[src/rtl/tmr_pkg.sv]
package tmr_pkg;

   // Number of divided internal sources and external pins
   localparam int NUM_INT = 5;
   localparam int NUM_EXT = 3;
   localparam int NUM_SRC = NUM_INT + NUM_EXT;
   localparam int SEL_W   = $clog2(NUM_SRC);
   localparam int BURST_W = $clog2(NUM_EXT + 1);

   // Configuration word: burst [5:4], invert [3], select [2:0]
   typedef struct packed {
      logic [BURST_W-1:0] burst;
      logic               inv;
      logic [SEL_W-1:0]   clk_sel;
   } tmr_cfg_t;

   localparam int CFG_W = $bits(tmr_cfg_t);

   // log2 of the division ratio of internal source idx (2,8,32,128,1024)
   function automatic int div_log2(input int idx);
      case (idx)
         0:       return 1;
         1:       return 3;
         2:       return 5;
         3:       return 7;
         default: return 10;
      endcase
   endfunction

endpackage

[src/rtl/tmr_prescale.sv]
module tmr_prescale
   import tmr_pkg::*;
#(
   parameter int DIV_W = 10
) (
   input  logic               clk,
   input  logic               rst_n,
   output logic [NUM_INT-1:0] rise_en,
   output logic [NUM_INT-1:0] fall_en
);

   if (DIV_W < div_log2(NUM_INT - 1)) begin : g_bad_div_w
      $error("tmr_prescale: DIV_W too small for largest ratio");
   end

   logic [DIV_W-1:0] div_q;

   always_ff @(posedge clk or negedge rst_n) begin
      if (!rst_n) div_q <= '0;
      else        div_q <= div_q + 1'b1;
   end

   // Divided square wave of ratio 2^K is div_q[K-1]; its rising edge
   // follows the cycle with low bits 0111.., its falling edge 1111..
   for (genvar i = 0; i < NUM_INT; i++) begin : g_tap
      localparam int K = div_log2(i);
      localparam logic [K-1:0] RISE_PT = K'((1 << (K - 1)) - 1);
      assign rise_en[i] = (div_q[K-1:0] == RISE_PT);
      assign fall_en[i] = &div_q[K-1:0];
   end

endmodule

[src/rtl/tmr_ext_sync.sv]
module tmr_ext_sync #(
   parameter int N_IN   = 3,
   parameter int STAGES = 2
) (
   input  logic            clk,
   input  logic            rst_n,
   input  logic [N_IN-1:0] ext_in,
   output logic [N_IN-1:0] lvl,
   output logic [N_IN-1:0] rise,
   output logic [N_IN-1:0] fall
);

   if (STAGES < 2) begin : g_bad_stages
      $error("tmr_ext_sync: at least two synchronizer stages required");
   end

   for (genvar i = 0; i < N_IN; i++) begin : g_pin
      // STAGES synchronizer flops plus one history flop for edge detect
      logic [STAGES:0] sh_q;

      always_ff @(posedge clk or negedge rst_n) begin
         if (!rst_n) sh_q <= '0;
         else        sh_q <= {sh_q[STAGES-1:0], ext_in[i]};
      end

      assign lvl[i]  = sh_q[STAGES-1];
      assign rise[i] = sh_q[STAGES-1] & ~sh_q[STAGES];
      assign fall[i] = ~sh_q[STAGES-1] & sh_q[STAGES];
   end

endmodule

[src/rtl/tmr_clk_sel.sv]
module tmr_clk_sel
   import tmr_pkg::*;
(
   input  tmr_cfg_t           cfg,
   input  logic [NUM_INT-1:0] int_rise,
   input  logic [NUM_INT-1:0] int_fall,
   input  logic [NUM_EXT-1:0] ext_rise,
   input  logic [NUM_EXT-1:0] ext_fall,
   input  logic [NUM_EXT-1:0] ext_lvl,
   output logic               gate_ok,
   output logic               cnt_en
);

   if (NUM_SRC > (1 << SEL_W)) begin : g_bad_sel
      $error("tmr_clk_sel: select field cannot address all sources");
   end

   logic [NUM_SRC-1:0] src_rise;
   logic [NUM_SRC-1:0] src_fall;
   logic [NUM_EXT:0]   gate_vec;
   logic               edge_pick;

   // Internal sources occupy the low select codes, pins the upper ones
   assign src_rise = {ext_rise, int_rise};
   assign src_fall = {ext_fall, int_fall};

   // Burst code 0 is always open; code n follows pin n-1
   assign gate_vec = {ext_lvl, 1'b1};

   always_comb begin
      edge_pick = 1'b0;
      if (32'(cfg.clk_sel) < NUM_SRC) begin
         edge_pick = cfg.inv ? src_fall[cfg.clk_sel] : src_rise[cfg.clk_sel];
      end
   end

   assign gate_ok = gate_vec[cfg.burst];
   assign cnt_en  = edge_pick & gate_ok;

endmodule

[src/rtl/tmr_count.sv]
module tmr_count #(
   parameter int CNT_W = 16
) (
   input  logic             clk,
   input  logic             rst_n,
   input  logic             cnt_en,
   input  logic             sw_trig,
   input  logic             stat_rd,
   output logic [CNT_W-1:0] cnt_val,
   output logic             ovf_sts,
   output logic             rst_req,
   output logic             ovf_set
);

   if (CNT_W < 2) begin : g_bad_cnt_w
      $error("tmr_count: CNT_W must be at least 2");
   end

   logic [CNT_W-1:0] cnt_q;
   logic             pend_q;
   logic             ovf_q;

   // A trigger is held until a counting edge consumes it
   assign rst_req = pend_q | sw_trig;
   assign ovf_set = cnt_en & ~rst_req & (&cnt_q);

   always_ff @(posedge clk or negedge rst_n) begin
      if (!rst_n) begin
         cnt_q  <= '0;
         pend_q <= 1'b0;
         ovf_q  <= 1'b0;
      end else begin
         if (cnt_en) cnt_q <= rst_req ? '0 : cnt_q + 1'b1;
         pend_q <= rst_req & ~cnt_en;
         ovf_q  <= ovf_set | (ovf_q & ~stat_rd);
      end
   end

   assign cnt_val = cnt_q;
   assign ovf_sts = ovf_q;

endmodule

[src/rtl/tmr_chan.sv]
module tmr_chan
   import tmr_pkg::*;
#(
   parameter int CNT_W       = 16,
   parameter int DIV_W       = 10,
   parameter int SYNC_STAGES = 2
) (
   input  logic               clk,
   input  logic               rst_n,
   input  logic               cfg_we,
   input  logic [CFG_W-1:0]   cfg_wdata,
   output logic [CFG_W-1:0]   cfg_rdata,
   input  logic               sw_trig,
   input  logic               stat_rd,
   input  logic [NUM_EXT-1:0] xc_in,
   output logic [CNT_W-1:0]   cnt_val,
   output logic               ovf_sts
);

   tmr_cfg_t           cfg_q;
   logic [NUM_INT-1:0] int_rise;
   logic [NUM_INT-1:0] int_fall;
   logic [NUM_EXT-1:0] ext_lvl;
   logic [NUM_EXT-1:0] ext_rise;
   logic [NUM_EXT-1:0] ext_fall;
   logic               gate_ok;
   logic               cnt_en;
   logic               rst_req;
   logic               ovf_set;

   always_ff @(posedge clk or negedge rst_n) begin
      if (!rst_n)      cfg_q <= '0;
      else if (cfg_we) cfg_q <= tmr_cfg_t'(cfg_wdata);
   end

   assign cfg_rdata = cfg_q;

   tmr_prescale #(
      .DIV_W (DIV_W)
   ) u_prescale (
      .clk     (clk),
      .rst_n   (rst_n),
      .rise_en (int_rise),
      .fall_en (int_fall)
   );

   tmr_ext_sync #(
      .N_IN   (NUM_EXT),
      .STAGES (SYNC_STAGES)
   ) u_ext_sync (
      .clk    (clk),
      .rst_n  (rst_n),
      .ext_in (xc_in),
      .lvl    (ext_lvl),
      .rise   (ext_rise),
      .fall   (ext_fall)
   );

   tmr_clk_sel u_clk_sel (
      .cfg      (cfg_q),
      .int_rise (int_rise),
      .int_fall (int_fall),
      .ext_rise (ext_rise),
      .ext_fall (ext_fall),
      .ext_lvl  (ext_lvl),
      .gate_ok  (gate_ok),
      .cnt_en   (cnt_en)
   );

   tmr_count #(
      .CNT_W (CNT_W)
   ) u_count (
      .clk     (clk),
      .rst_n   (rst_n),
      .cnt_en  (cnt_en),
      .sw_trig (sw_trig),
      .stat_rd (stat_rd),
      .cnt_val (cnt_val),
      .ovf_sts (ovf_sts),
      .rst_req (rst_req),
      .ovf_set (ovf_set)
   );

endmodule

[config.mk]
export PLATFORM = sky130hd
export DESIGN_NAME = tmr_chan
export DESIGN_NICKNAME = d
export VERILOG_FILES = /design/src/rtl/tmr_pkg.sv /design/src/rtl/tmr_prescale.sv /design/src/rtl/tmr_ext_sync.sv /design/src/rtl/tmr_clk_sel.sv /design/src/rtl/tmr_count.sv /design/src/rtl/tmr_chan.sv
export SDC_FILE = /design/constraint.sdc
export NUM_CORES = 1
export LEC_CHECK = 0
export CAP_MARGIN = 10
export CORE_MARGIN = 5
export CORE_UTILIZATION = 50
export CTS_CLUSTER_DIAMETER = 120
export DETAILED_ROUTE_END_ITERATION = 8
export PLACE_DENSITY = 0.76
export SLEW_MARGIN = 40
export SYNTH_ARGS = -nofsm -noshare
export SYNTH_HDL_FRONTEND = slang
export SYNTH_SLANG_ARGS = --single-unit
[constraint.sdc]
create_clock -name clk -period 2.8 [get_ports clk]
set_clock_uncertainty 0.2 [all_clocks]
set_input_delay 0.56 -clock clk [delete_from_list [all_inputs] [get_ports clk]]
set_output_delay 0.56 -clock clk [all_outputs]
set_load 0.02 [all_outputs]
==> metrics.md <==
| Metric | Value |
|---|---|
| CP bufs+invs | `3` |
| Netlist cell types | `47` |
| CTS Buf Count | `5` |
| Fin util | `63.06%` |
| Syn_area_per_cell | `11.04 um^2` |
| Synth Instances | `between 150 and 200` |
| First-pass GRT wire length | `7.638 mm` |
| Total Routing Usage GR | `17.65%` |
| Rel. slew slack | `60.46%` |
| Die area | `0.005742 mm^2` |
| Initial antenna violation count | `0` |
| Hold WC Path Type | `in2async` |
| Overall die height | `about 76 um` |
| Core Area | `0.004264 mm^2` |
| Share of the synthesized area in the top cell type | `49.74%` |
| DR DRC count | `0` |
| Seq/Total Area, Yosys | `49.74%` |
| Critical Path RT | `2.81 ns` |
| WHS | `0.05942 ns` |
| Crit end category | `flop` |
| Avg Vias per Cell | `5.756` |
| Met2 Track Usage GR | `roughly 25%` |
| Postcts setup bufs | `0` |
| H-Tree Depth | `2` |
| Area grow syn2layout | `24.29%` |
| Die W | `75.78 um` |
| Crit path cell chain | `ha_2 > nand3_2 > inv_1 > ha_1 > inv_1 > o221ai_1 > nor3b_2 > o31ai_2 > or3_1 > buf_4 > o41ai_2` |
| Largest net degree at the start of global routing | `28` |
| DP Worst Slack | `between 0.09 and 0.1 ns` |
| Worst-path clk slew | `0.08 ns` |
| N_diodes | `0` |
| Post-Syn Area | `0.002163 mm^2` |
| PwrDens | `486.8 mW/mm^2` |
| Total of max-cap violations | `0` |
| Clk buf depth | `2` |
| Met3 usage | `4.485%` |
| Crit-path max FO | `7` |
| Routed wire length | `4.400 mm` |
| Largest family of logic cells by synthesized area | `compound AO/OA/AOI/OAI gates` |
| ANT nets after route | `0` |
| Hold buffer count at CTS | `0` |
| Starting Density | `50.73%` |
| Xor/xnor share of the synthesized area | `under 10%` |
| Slew Viols, Final | `0` |
| Final Worst Setup Slack | `~0.16 ns` |
| Slowest CP cell | `dfrtp_1` |
| Drt pass-1 iters | `4` |
| Cell area after layout | `approximately 0.0027 mm^2` |
| Outcome | `finished, final reports clean` |
| Synth Area in Simple Gates | `approximately 15%` |
| Peak VDD IR | `roughly 0.00033 V` |
| CTS tree | `built` |
| Fin. Hold Viols | `0` |
| Post-synthesis net count | `216` |
| I/O pin cnt | `37` |
| Setup CP Type | `reg2reg` |
| Max stage delay on crit path | `0.41 ns` |
| Final HPWL DP | `roughly 3.1 mm` |
| Site row count | `24` |
| Clock Latency Late Sink | `0.30 ns` |
| Compound-Gate Fraction of Synth Area | `21.17%` |
| Achievable clock frequency | `~380 MHz` |
| Synth Warn # | `0` |
| Mux cell area share after synthesis | `about 4%` |
| Wire per inst | `15.12 um` |
| LEAKAGE | `approximately 1.1 nW` |
| Tmin final | `2.641 ns` |
| # nets final | `259` |
| Root Driver | `clkbuf_8` |
| Area after DPL | `between 0.002 and 0.003 mm^2` |
| Fin crit share | `94.32%` |
| TNS Setup | `0 ns` |
| Post-synthesis adder-cell area fraction | `3.470%` |
| Port bufs | `36` |
| Startpoint types | `flop` |
| Arrival @ worst endpoint | `2.65 ns` |
| CP delay by family, top | `simple AND/OR/NAND/NOR gates` |
| Crit path top cell by count | `inv_1` |
| DR vias | `1675` |
| Setup violations, final | `0` |
| DRT iter0 DRCs | `124` |
| Gr busiest metal | `met1` |
| Area leader, netlist | `dfrtp_1` |
| Ys flop type | `dfrtp_1` |
| Post-CTS sizing | `0` |
| Gr ovfl total | `0` |
| Vias in the first global route | `1584` |
| Met1 Usage GRT | `between 20 and 30%` |
| EDFF count, synth | `0` |
| Final cell count without fillers | `between 200 and 300` |
| Tot Pwr | `1.309 mW` |
| Dpl cells | `~280` |
| Ys async rst share | `100.0%` |
| Flops & latches, synth | `43` |
| Layout cell share with drive strength beyond 1 | `16.32%` |
| Slew @ Worst Pin | `0.5931 ns` |
| Global placer's final weighted congestion | `0.8054` |
| Dominant cells by area after synthesis | `dfrtp_1 (50%), o31ai_1 (4.5%), ha_1 (3.5%), o31ai_2 (3.5%), nand3_1 (3.2%)` |
| CTS sink cnt | `between 40 and 50` |
## registers in the layout (all words and copies together), names as in the netlist
name	count
cfg_rdata	6
u_count.cnt_val	16
u_count.ovf_sts	1
u_count.pend_q	1
u_ext_sync.g_pin.sh_q	9
u_prescale.div_q	10
## placed cells by master, fill, tap and decap left out, drive strengths merged, types with 2 or more instances in the layout
| cell | instances |
|---|---|
| ha | 6 |
| and3b | 2 |
| nand2b | 6 |
| and3 | 4 |
| a31oi | 6 |
| inv | 9 |
| clkdlybuf4s50 | 35 |
| nor2 | 11 |
| o311a | 2 |
| o22ai | 6 |
| nor3 | 2 |
| nor4 | 2 |
| dfrtp | 43 |
| o31ai | 19 |
| clkbuf | 5 |
| nand4b | 2 |
| xor2 | 3 |
| xnor2 | 3 |
| o21ai | 12 |
| clkinv | 2 |
| o221ai | 2 |
| nand3 | 15 |
| buf | 10 |
| o41ai | 3 |
| nand2 | 8 |
| mux2 | 7 |
## power breakdown
group	total, mW	switching (mW)	internal (mW)
clock	0.381	0.210	0.171
sequential	0.681	0.0336	0.647
combinational	0.247	0.132	0.115
total	1.31	0.376	0.933
## worst paths after layout
| kind | depth (start not counted) | end | startpoint | slack, ns |
|---|---|---|---|---|
| worst max register to register | 11 | u_count.cnt_val[15] | u_prescale.div_q[0] | 0.16 |
| min in group clk | 0 | u_ext_sync.g_pin[0].sh_q[1] | u_ext_sync.g_pin[0].sh_q[0] | 0.15 |
| max in group asynchronous | 2 | u_prescale.div_q[5] | rst_n | 1.77 |
| worst max-delay path | 11 | u_count.cnt_val[15] | u_prescale.div_q[0] | 0.16 |
| worst min-delay path | 1 | u_ext_sync.g_pin[0].sh_q[1] | rst_n | 0.06 |
| worst min register to register | 0 | u_ext_sync.g_pin[0].sh_q[1] | u_ext_sync.g_pin[0].sh_q[0] | 0.15 |
## per-layer routing
metal  share of wire (%)  up-vias
met5                   0        -
met4                 1.7        0
met3                 6.4        7
met2                  45       57
met1                  47      793
li1                    -      818
## worst reg2reg max path, stage by stage (launching register included)
cell      delay (ns)
dfrtp_1         0.41
ha_2            0.23
nand3_2         0.14
inv_1           0.11
ha_1            0.15
inv_1           0.04
o221ai_1        0.16
nor3b_2         0.22
o31ai_2         0.09
or3_1           0.35
buf_4           0.18
o41ai_2         0.29
## cell usage after synthesis, types with 2 or more instances
cell type / n
and3b_1: 2
inv_1: 9
clkbuf_1: 5
nor2_1: 10
a31oi_1: 6
o22ai_1: 6
xor2_1: 3
buf_6: 3
nand2_1: 8
dfrtp_1: 43
o31ai_2: 6
o221ai_1: 2
nand2b_1: 6
and3_1: 4
xnor2_1: 3
o41ai_2: 2
nor4_1: 2
nand3_1: 14
ha_1: 6
o31ai_1: 13
o21ai_0: 8
nand4b_1: 2
o21ai_1: 4
mux2_2: 6
## final cells by class
cell class | count | area [um^2]
clock inverter | 2 | 13.76
sequential | 43 | 1076
inverter | 9 | 33.78
clock buffer | 5 | 68.82
multi-input combinational | 135 | 1008
tap | 52 | 65.06
timing repair buffer | 45 | 422.9
fill | 355 | 1575
## logic make-up (layout without fill, tap and decap cells)
family | Yosys count | after routing
compound gates | 57 | 57
xor+xnor | 6 | 6
fa+ha+maj | 6 | 6
buf+inv | 18 | 61
flops | 43 | 43
mux | 8 | 8
simple gates | 58 | 58
Note: power is estimated with default switching activity, not from simulation.
